### src/rtl/rbs_pkg.sv
package rbs_pkg;
   typedef enum logic [1:0] {
      SUB_NONE = 2'd0,
      SUB_ONES = 2'd1,
      SUB_CODE = 2'd2,
      SUB_RSVD = 2'd3
   } subst_e;
endpackage

### src/rtl/rbs_slot_cell.sv
// One channel: candidate tracking, pair compare, committed store.
module rbs_slot_cell #(
   parameter int NIB_W = 4
) (
   input  logic             clk,
   input  logic             rst_n,
   input  logic             cap,
   input  logic [NIB_W-1:0] nib_in,
   input  logic             sf_end,
   input  logic             freeze,
   output logic [NIB_W-1:0] store_o,
   output logic             changed_o
);
   logic [NIB_W-1:0] cur_q, cand_q, store_q;
   logic             got_q, cand_ok_q;
   logic             agree;

   // a pair exists when this superframe and the previous one both delivered
   assign agree     = got_q & cand_ok_q & (cur_q == cand_q);
   assign changed_o = sf_end & agree & ~freeze & (cur_q != store_q);
   assign store_o   = store_q;

   always_ff @(posedge clk) begin
      if (!rst_n) begin
         cur_q     <= '0;
         cand_q    <= '0;
         store_q   <= '0;
         got_q     <= 1'b0;
         cand_ok_q <= 1'b0;
      end else if (sf_end) begin
         if (changed_o) store_q <= cur_q;
         cand_q    <= cur_q;
         cand_ok_q <= got_q;
         got_q     <= cap;
         if (cap) cur_q <= nib_in;
      end else if (cap) begin
         cur_q <= nib_in;
         got_q <= 1'b1;
      end
   end
endmodule

### src/rtl/rbs_chg_flags.sv
// Sticky per-channel change flags, grouped, clear on read.
module rbs_chg_flags #(
   parameter int NUM_SLOTS  = 24,
   parameter int GROUP_SIZE = 8,
   parameter int NUM_GROUPS = 3,
   parameter int GRP_W      = 2
) (
   input  logic                  clk,
   input  logic                  rst_n,
   input  logic [NUM_SLOTS-1:0]  set_i,
   input  logic                  rd_i,
   input  logic [GRP_W-1:0]      sel_i,
   output logic [GROUP_SIZE-1:0] data_o,
   output logic [NUM_SLOTS-1:0]  flags_o
);
   logic [NUM_SLOTS-1:0] flags_q;
   logic [NUM_SLOTS-1:0] clr_mask;

   for (genvar g = 0; g < NUM_GROUPS; g++) begin : g_clr
      assign clr_mask[g*GROUP_SIZE +: GROUP_SIZE] =
         {GROUP_SIZE{rd_i && (sel_i == GRP_W'(g))}};
   end

   always_comb begin
      data_o = '0;
      for (int g = 0; g < NUM_GROUPS; g++) begin
         if (sel_i == GRP_W'(g)) data_o = flags_q[g*GROUP_SIZE +: GROUP_SIZE];
      end
   end

   always_ff @(posedge clk) begin
      if (!rst_n) flags_q <= '0;
      else        flags_q <= (flags_q & ~clr_mask) | set_i;
   end

   assign flags_o = flags_q;
endmodule

### src/rtl/rbs_out_sel.sv
// Read mux plus optional substitution.
module rbs_out_sel #(
   parameter int NUM_SLOTS = 24,
   parameter int NIB_W     = 4,
   parameter int SLOT_W    = 5,
   parameter bit SUBST_EN  = 1'b1
) (
   input  logic [NUM_SLOTS*NIB_W-1:0] store_flat,
   input  logic [SLOT_W-1:0]          rd_slot,
   input  logic [1:0]                 mode,
   input  logic [NIB_W-1:0]           code,
   output logic [NIB_W-1:0]           rd_nib
);
   import rbs_pkg::*;
   logic [NIB_W-1:0] raw;
   logic             slot_ok;

   always_comb begin
      raw     = '0;
      slot_ok = 1'b0;
      for (int s = 0; s < NUM_SLOTS; s++) begin
         if (rd_slot == SLOT_W'(s)) begin
            raw     = store_flat[s*NIB_W +: NIB_W];
            slot_ok = 1'b1;
         end
      end
   end

   if (SUBST_EN) begin : g_subst
      subst_e m;
      assign m = subst_e'(mode);
      always_comb begin
         unique case (m)
            SUB_ONES: rd_nib = slot_ok ? {NIB_W{1'b1}} : '0;
            SUB_CODE: rd_nib = slot_ok ? code : '0;
            default:  rd_nib = raw;
         endcase
      end
   end else begin : g_pass
      logic [2+NIB_W-1:0] unused_in;
      assign unused_in = {mode, code};
      assign rd_nib    = raw;
   end
endmodule

### src/rtl/rbs_debounce.sv
module rbs_debounce #(
   parameter int NUM_SLOTS  = 24,
   parameter int NIB_W      = 4,
   parameter int GROUP_SIZE = 8,
   parameter bit SUBST_EN   = 1'b1,
   localparam int SLOT_W     = $clog2(NUM_SLOTS),
   localparam int NUM_GROUPS = NUM_SLOTS / GROUP_SIZE,
   localparam int GRP_W      = (NUM_GROUPS > 1) ? $clog2(NUM_GROUPS + 1) : 1
) (
   input  logic                  clk,
   input  logic                  rst_n,
   input  logic                  sig_valid,
   input  logic [SLOT_W-1:0]     sig_slot,
   input  logic [NIB_W-1:0]      sig_nib,
   input  logic                  sf_end,
   input  logic                  freeze,
   input  logic                  rbs_enable,
   input  logic [1:0]            subst_mode,
   input  logic [NIB_W-1:0]      subst_code,
   input  logic [SLOT_W-1:0]     rd_slot,
   output logic [NIB_W-1:0]      rd_nib,
   input  logic [GRP_W-1:0]      grp_sel,
   input  logic                  grp_rd,
   output logic [GROUP_SIZE-1:0] grp_data,
   input  logic                  irq_en,
   output logic                  irq
);
   // elaboration-time parameter checks
   if (NUM_SLOTS < 2) begin : g_bad_slots
      $error("rbs_debounce: NUM_SLOTS must be at least 2");
   end
   if (NIB_W < 1) begin : g_bad_nib
      $error("rbs_debounce: NIB_W must be positive");
   end
   if ((GROUP_SIZE < 1) || (NUM_SLOTS % GROUP_SIZE != 0)) begin : g_bad_grp
      $error("rbs_debounce: GROUP_SIZE must divide NUM_SLOTS");
   end

   logic [NUM_SLOTS*NIB_W-1:0] store_flat;
   logic [NUM_SLOTS-1:0]       commit_vec;
   logic [NUM_SLOTS-1:0]       chg_flat;

   for (genvar s = 0; s < NUM_SLOTS; s++) begin : g_slot
      logic cap;
      assign cap = sig_valid && (sig_slot == SLOT_W'(s));
      rbs_slot_cell #(.NIB_W(NIB_W)) u_cell (
         .clk       (clk),
         .rst_n     (rst_n),
         .cap       (cap),
         .nib_in    (sig_nib),
         .sf_end    (sf_end),
         .freeze    (freeze),
         .store_o   (store_flat[s*NIB_W +: NIB_W]),
         .changed_o (commit_vec[s])
      );
   end

   rbs_chg_flags #(
      .NUM_SLOTS (NUM_SLOTS),
      .GROUP_SIZE(GROUP_SIZE),
      .NUM_GROUPS(NUM_GROUPS),
      .GRP_W     (GRP_W)
   ) u_flags (
      .clk    (clk),
      .rst_n  (rst_n),
      .set_i  (commit_vec),
      .rd_i   (grp_rd),
      .sel_i  (grp_sel),
      .data_o (grp_data),
      .flags_o(chg_flat)
   );

   rbs_out_sel #(
      .NUM_SLOTS(NUM_SLOTS),
      .NIB_W    (NIB_W),
      .SLOT_W   (SLOT_W),
      .SUBST_EN (SUBST_EN)
   ) u_out (
      .store_flat(store_flat),
      .rd_slot   (rd_slot),
      .mode      (subst_mode),
      .code      (subst_code),
      .rd_nib    (rd_nib)
   );

   assign irq = irq_en & rbs_enable & (|chg_flat);
endmodule

### config.mk
export PLATFORM = sky130hd
export DESIGN_NAME = rbs_debounce
export DESIGN_NICKNAME = d
export VERILOG_FILES = /design/src/rtl/rbs_pkg.sv /design/src/rtl/rbs_slot_cell.sv /design/src/rtl/rbs_chg_flags.sv /design/src/rtl/rbs_out_sel.sv /design/src/rtl/rbs_debounce.sv
export SDC_FILE = /design/constraint.sdc
export NUM_CORES = 1
export LEC_CHECK = 0
export BUFFER_PORTS_ARGS = -buffer_cell sky130_fd_sc_hd__clkbuf_2
export CAP_MARGIN = 20
export CORE_UTILIZATION = 40
export CTS_BUF_LIST = sky130_fd_sc_hd__clkbuf_4
export CTS_CLUSTER_SIZE = 8
export DETAILED_ROUTE_END_ITERATION = 10
export GPL_ROUTABILITY_DRIVEN = 0
export PLACE_DENSITY_LB_ADDON = 0.1
export SLEW_MARGIN = 25
export SYNTH_ARGS = -nofsm -noshare
export SYNTH_HDL_FRONTEND = slang
export SYNTH_SLANG_ARGS = --single-unit
### constraint.sdc
create_clock -name clk -period 4.1 [get_ports clk]
set_clock_uncertainty 0.2 [all_clocks]
set_input_delay 0.41 -clock clk [delete_from_list [all_inputs] [get_ports clk]]
set_output_delay 0.41 -clock clk [all_outputs]
set_load 0.02 [all_outputs]
# Word level (Yosys, flattened, before mapping)
# Cells that the tools add are included.
# W data, S select, Z words.
[totals]
regBits = 360
in_bits = 30
output_inout_bits = 13
[op_classes]
n_eq_ne = 98
mux = 102
bitwise = 126
n_reduce_logical = 79
[ops]
columns = ["cell", "count"]
rows = [
  ["$and A1 B1 Y1", 122],
  ["$mux W4", 26],
  ["$eq A4 B4 Y1", 24],
  ["$ne A4 B4 Y1", 24],
  ["$eq A5 B4 Y1 const B", 16],
  ["$eq A5 B5 Y1 const B", 16],
  ["$mux W1", 72],
  ["$reduce_and A2 Y1", 24],
  ["$reduce_bool A2 Y1", 24],
  ["$eq A5 B3 Y1 const B", 8],
  ["$logic_and A1 B1 Y1", 27],
  ["$and A24 B24 Y24", 1],
  ["$mux W8", 3],
  ["$not A24 Y24", 1],
  ["$or A24 B24 Y24", 1],
  ["$reduce_or A24 Y1", 1],
  ["$eq A5 B2 Y1 const B", 4],
  ["$eq A5 B1 Y1 const B", 2],
  ["$logic_not A5 Y1", 2],
  ["$pmux W4 S2", 1],
  ["$eq A2 B1 Y1 const B", 2],
  ["$eq A2 B2 Y1 const B", 2],
  ["$logic_not A2 Y1", 1],
  ["$not A1 Y1", 1],
]

# Longest topological paths before layout
[depth]
ltp_word = 27
depth_mapped = 10
mapped_depth_nobuf = 7

# Hierarchy
# From an unflattened synthesis, not the netlist that was laid out.
[unflattened]
cells_unflattened = 1944
hier_area_um2 = 18280.0
[modules_own_cells]
columns = ["mod", "instances", "cells_each", "area_per_inst_um2", "seq_area_each_um2"]
rows = [
  ["rbs_slot_cell", 24, 66, 651.9, 280.3],
  ["rbs_out_sel", 1, 183, 1268.7, 0.0],
  ["rbs_chg_flags", 1, 125, 1107.3, 480.5],
  ["rbs_debounce", 1, 52, 259.0, 0.0],
]

# Worst setup path after synthesis
# No wires, ideal clock.
[synth_timing]
path_type = "input-to-output"
from = "input rd_slot[1]"
to = "output rd_nib[3]"
arrival_time_ns = 1.959
path_slack_ns = 1.531
cell_stages = 9
n_path_buf = 3
path_cell_list = "buf_2 > buf_2 > buf_2 > o21ai_0 > nand2_1 > o21ai_0 > o21a_1 > o41a_1 > o21ai_1"
[synth_via]
elab_chain_cells = 27
elab_cells_between_ends = 75
classes_between = "23 x eq/ne; 51 x mux; 1 x reduce/logical"
[synth_lines]
columns = ["item", "line_no", "rtl"]
rows = [
  ["from (decl)", "rbs_debounce.sv:20", "input logic [SLOT_W-1:0] rd_slot,"],
  ["$logic_not A5 Y1", "rbs_out_sel.sv:22", "if (rd_slot == SLOT_W'(s)) begin"],
  ["$mux W1 (24 in a row)", "rbs_out_sel.sv:22", ""],
  ["$mux W4 (on tied branches)", "rbs_out_sel.sv:35, rbs_out_sel.sv:34", ""],
  ["$pmux W4 S2 *", "rbs_out_sel.sv:33", "unique case (m)"],
  ["to (decl)", "rbs_debounce.sv:21", "output logic [NIB_W-1:0] rd_nib,"],
]
# Mark *: on every way between the ends. The rest lies on a longest branch, timed or not.

# Worst setup path in the final report
[layout_timing]
from = "register g_slot[7].u_cell.store_q[1]"
to = "output rd_nib[1]"
[layout_via]
elab_chain_cells = 18
[layout_lines]
columns = ["item", "line_no", "rtl"]
rows = [
  ["from (decl)", "rbs_slot_cell.sv:14", "logic [NIB_W-1:0] cur_q, cand_q, store_q;"],
  ["from (signal assigned)", "rbs_slot_cell.sv:31", "if (changed_o) store_q <= cur_q;"],
  ["$mux W4 (17 in a row)", "rbs_out_sel.sv:22", ""],
  ["$pmux W4 S2", "rbs_out_sel.sv:33", ""],
]
# Every way passes these cells.

==> qor.csv <==
stage,metric,value,unit
status,status,"finished, final reports clean",
run,max cap viols,0,
critical_path,CP Data Arrival Time,2.79,ns
timing,Least-Margin Pin Slew,1.027,ns
critical_path,critical path launch point type,flip-flop,
hold_path,Hold Path Origin,rst_n,
global_routing,antenna violations before repair,3,
power_and_ir_drop,Logic pwr share,5.9,%
yosys,Post-synth top flop,dfxtp_1,
power_and_ir_drop,Sw Pwr,1.798,mW
yosys,Synth Area in Compound Gates,7.301,%
yosys,synth unique cells,68,
yosys,Synth warnings,0,
critical_path,crit path buf inv count,1,
timing,setup TNS,0,ns
power_and_ir_drop,share of power burned in registers,47.9,%
floorplan,Die Span Y,210.5,um
placed_design,port bufs,42,
floorplan,row count,76,
global_routing,grt total ovfl,0,
power_and_ir_drop,Net Sw Frac,24.45,%
timing,fmax,294.3,MHz
route,"antenna viol nets, final",0,
global_routing,vias in the first global route,12340,
clock_network,CTS tree,done,
critical_path,Slowest Stage Delay on Critical Path,0.50,ns
clock_network,CTS sink count,360,
final_layout,Final Cell Area,19420,um2
global_routing,GRT Overall Usage,21.12,%
yosys,Post-synth ARST share,0,%
power_and_ir_drop,Peak VDD IR,0.1777,mV
timing,RSZ-0062 raised after global routing,no,
power_and_ir_drop,total power,7.354,mW
clock_network,htree depth,3,
clock_network,CTS Root Cell,clkbuf_4,
floorplan,Initial Utilization,40.47,%
critical_path,Worst R2R Setup Slack,1.83,ns
critical_path,r2r endpoint,u_flags.flags_o[16]$_SDFF_PN0_,
yosys,"Seq/Total Area, Yosys",41.43,%
yosys,post-synthesis adder-cell area fraction,0.1439,%
floorplan,area of the die,44330,um2
final_layout,final cell count without fillers,2465,
hold_path,Hold EP,g_slot[22].u_cell.got_q$_SDFFE_PN0P_,
critical_path,Crit Path Max Fanout,3,
route,total wire length,45950,um
final_layout,register area,7207,um2
route,DRT iter0 DRCs,703,
hold_path,worst hold path cell count,2,
final_layout,Multi-input gate area,9638,um2
clock_network,post-CTS sizing,0,
critical_path,Reg2Reg Launch Point,g_slot[16].u_cell.cur_q[0]$_SDFFE_PN0P_,
placed_design,post-placement cell count,2270,
power_and_ir_drop,Int Pwr,5.556,mW
critical_path,worst-path cell chain,mux4_2 -> mux2i_1 -> o22ai_1 -> a21bo_1 -> a211oi_1 -> o21ai_1 -> clkbuf_2,
yosys,Synth Area in XOR/XNOR,9.667,%
floorplan,Core ar.,42980,um2
timing,Finish-stage setup viols,0,
power_and_ir_drop,clock share of power,46.2,%
power_and_ir_drop,P_leak,8.090,nW
timing,max_slew headroom,31.50,%
placed_design,Placement Cell Area,17970,um2
timing,Hold Slack,0.1157,ns
route,DR vias/cell,5.049,
final_layout,Layout Nets,1832,
yosys,combinational family with the most area after synthesis,multiplexers,
critical_path,Setup Crit Path Kind,reg2out,
timing,Worst Slack Setup Final,0.7020,ns
route,Routed WL per cell,18.64,um
final_layout,fillers,4256,
yosys,post-synthesis register bit count,360,
placed_design,DP Worst Slack,0.8833,ns
clock_network,CTS Buf Count,102,
critical_path,crit-path leading delay family,compound AO/OA/AOI/OAI gates,
critical_path,Critical Path Stages,7,
placed_design,Post-DP HPWL,30350,um
timing,Tmin final,3.398,ns
final_layout,share of cells above drive strength 1,12.41,%
power_and_ir_drop,PD cells,378.6,nW/um2
clock_network,CTS max path bufs,3,
floorplan,Die W,210.5,um
critical_path,CP required,3.49,ns
yosys,Post-synth EDFFs,0,
route,Vias,12450,
timing,fin crit share,82.88,%
timing,Pins Over Slew Limit,0,
clock_network,clock latency on the worst-skew pair,0.83,ns
yosys,Post-Syn Area,17400,um2
yosys,Post-Syn Instances,1750,
final_layout,final core occ,45.19,%
final_layout,Layout area overhead,11.67,%
floorplan,num ports,43,
yosys,net count after synthesis,1782,
yosys,Avg Inst Size Synth,9.940,um2
clock_network,clock slew at reported path FFs,0.06,ns
yosys,post-synthesis mux area share,19.37,%
yosys,simple-gate portion of the synthesized area,18.92,%
critical_path,Crit. End Element,output port,
critical_path,FF-to-FF path depth,6,
global_routing,largest net degree at the start of global routing,145,
timing,"Hold Violations, Final",0,
route,DRC,0,
critical_path,CP max-delay cell,mux4_2,
route,DRT Pass-1 Iters,6,
hold_path,worst hold path class,in2reg,
global_routing,first-pass GRT wire length,71700,um
==> flip-flops by register name, summed over array words and instances, names as in the netlist <==
signal / count
g_slot.u_cell.got_q: 24
g_slot.u_cell.cand_ok_q: 24
g_slot.u_cell.store_o: 96
u_flags.flags_o: 24
g_slot.u_cell.cur_q: 96
g_slot.u_cell.cand_q: 96
==> worst register-to-register path: cells and delay by family (launching register included) <==
kind | cells | cell delay [ns]
simple gates | 3 | 0.85
flops | 1 | 0.46
compound gates | 2 | 0.58
xor+xnor | 1 | 0.15
==> worst max path at each step <==
| stage | from | endpoint | slack [ns] |
|---|---|---|---|
| floorplan | rd_slot[1] | rd_nib[3] | 1.53 |
| global placement | rd_slot[0] | rd_nib[2] | 0.89 |
| detailed placement | rd_slot[0] | rd_nib[2] | 0.88 |
| CTS | g_slot[7].u_cell.store_o[1]$_SDFFE_PN0P_ | rd_nib[1] | 0.61 |
| global route | g_slot[5].u_cell.store_o[0]$_SDFFE_PN0P_ | rd_nib[0] | 0.55 |
| finish | g_slot[7].u_cell.store_o[1]$_SDFFE_PN0P_ | rd_nib[1] | 0.70 |
==> repair_timing <==
action / 4_1_cts / 5_1_grt
setup buffers: 0 / 0
hold buffers: 11 / 0
endpoints found under the hold margin: 36 / 0
==> area by class of cell <==
cell class / count / area share [%]
Antenna cell: 2 / 0.02576
Clock buffer: 160 / 6.184
Clock inverter: 22 / 0.6957
Inverter: 7 / 0.1353
Multi-Input combinational cell: 1260 / 49.62
Sequential cell: 360 / 37.10
Tap cell: 585 / 3.768
Timing Repair Buffer: 69 / 2.473
==> Yosys cell counts, types with 6 or more instances <==
cell type | instances | area, um2
nor2_1 | 25 | 93.84
a21o_1 | 6 | 45.04
a21boi_1 | 30 | 225.2
xor2_1 | 72 | 630.6
o21ai_1 | 6 | 30.03
o21a_1 | 9 | 67.56
clkbuf_1 | 80 | 300.3
a41oi_1 | 25 | 219.0
nor4_1 | 8 | 50.05
nor2b_1 | 345 | 2158
dfxtp_1 | 360 | 7207
xnor2_1 | 120 | 1051
a31oi_1 | 7 | 43.79
mux2i_1 | 322 | 3223
nor3_1 | 7 | 35.03
buf_2 | 32 | 160.2
a21oi_1 | 45 | 225.2
nand2_1 | 54 | 202.7
or4_1 | 24 | 180.2
nand2b_1 | 22 | 137.6
nand3_1 | 18 | 90.09
nand4_1 | 26 | 162.7
o21ai_0 | 22 | 110.1
buf_1 | 7 | 26.28
==> placed cells by master (no fill, tap or decap), types with 3 or more instances in the layout <==
master         instances
nand2b_1              22
a31oi_1                7
dlygate4sd3_1         11
mux2i_1              322
a211oi_1               4
clkinv_1              20
inv_2                  3
a21oi_1               45
nor2b_1              345
mux2_1                 3
nand2_1               54
nor2_1                25
nor4_1                 8
inv_1                  4
o21ai_0               22
xnor2_1              120
a21o_1                 6
clkbuf_4             160
dfxtp_1              360
or4_1                 24
a21boi_1              30
nand4_1               26
a221oi_1               4
buf_4                 14
o21a_1                 9
clkbuf_2              40
a41oi_1               25
nand3_1               18
mux4_2                 5
o21ai_1                6
o22ai_1                4
xor2_1                72
nor3_1                 7
==> power groups by stage <==
stage          clock (mW)  sequential, mW  combinational (mW)
2_1_floorplan           0            3.60               0.297
3_3_place_gp            0            3.60               0.422
3_5_place_dp            0            3.60               0.424
4_1_cts              3.55            3.53               0.433
5_1_grt              3.73            3.52               0.461
6_report             3.40            3.53               0.432
==> metal layers <==
layer	global-route usage (%)	share of wire, %	vias up
li1	-	-	6186
met1	27.81	47	5882
met2	33.40	45	287
met3	4.693	4.7	89
met4	8.521	2.9	2
met5	0	0.028	-
==> cells by family (layout without fill, tap and decap cells) <==
| kind of cell | after synthesis | count (layout) |
|---|---|---|
| adders and majority gates | 2 | 2 |
| AOI/OAI and AO/OA | 186 | 186 |
| DFF | 360 | 360 |
| other | 0 | 2 |
| and+or+nand+nor | 550 | 550 |
| buffers and inverters | 130 | 258 |
| xor gates and xnor gates | 192 | 192 |
| muxes | 330 | 330 |
Note: power is estimated with default switching activity, not from simulation.
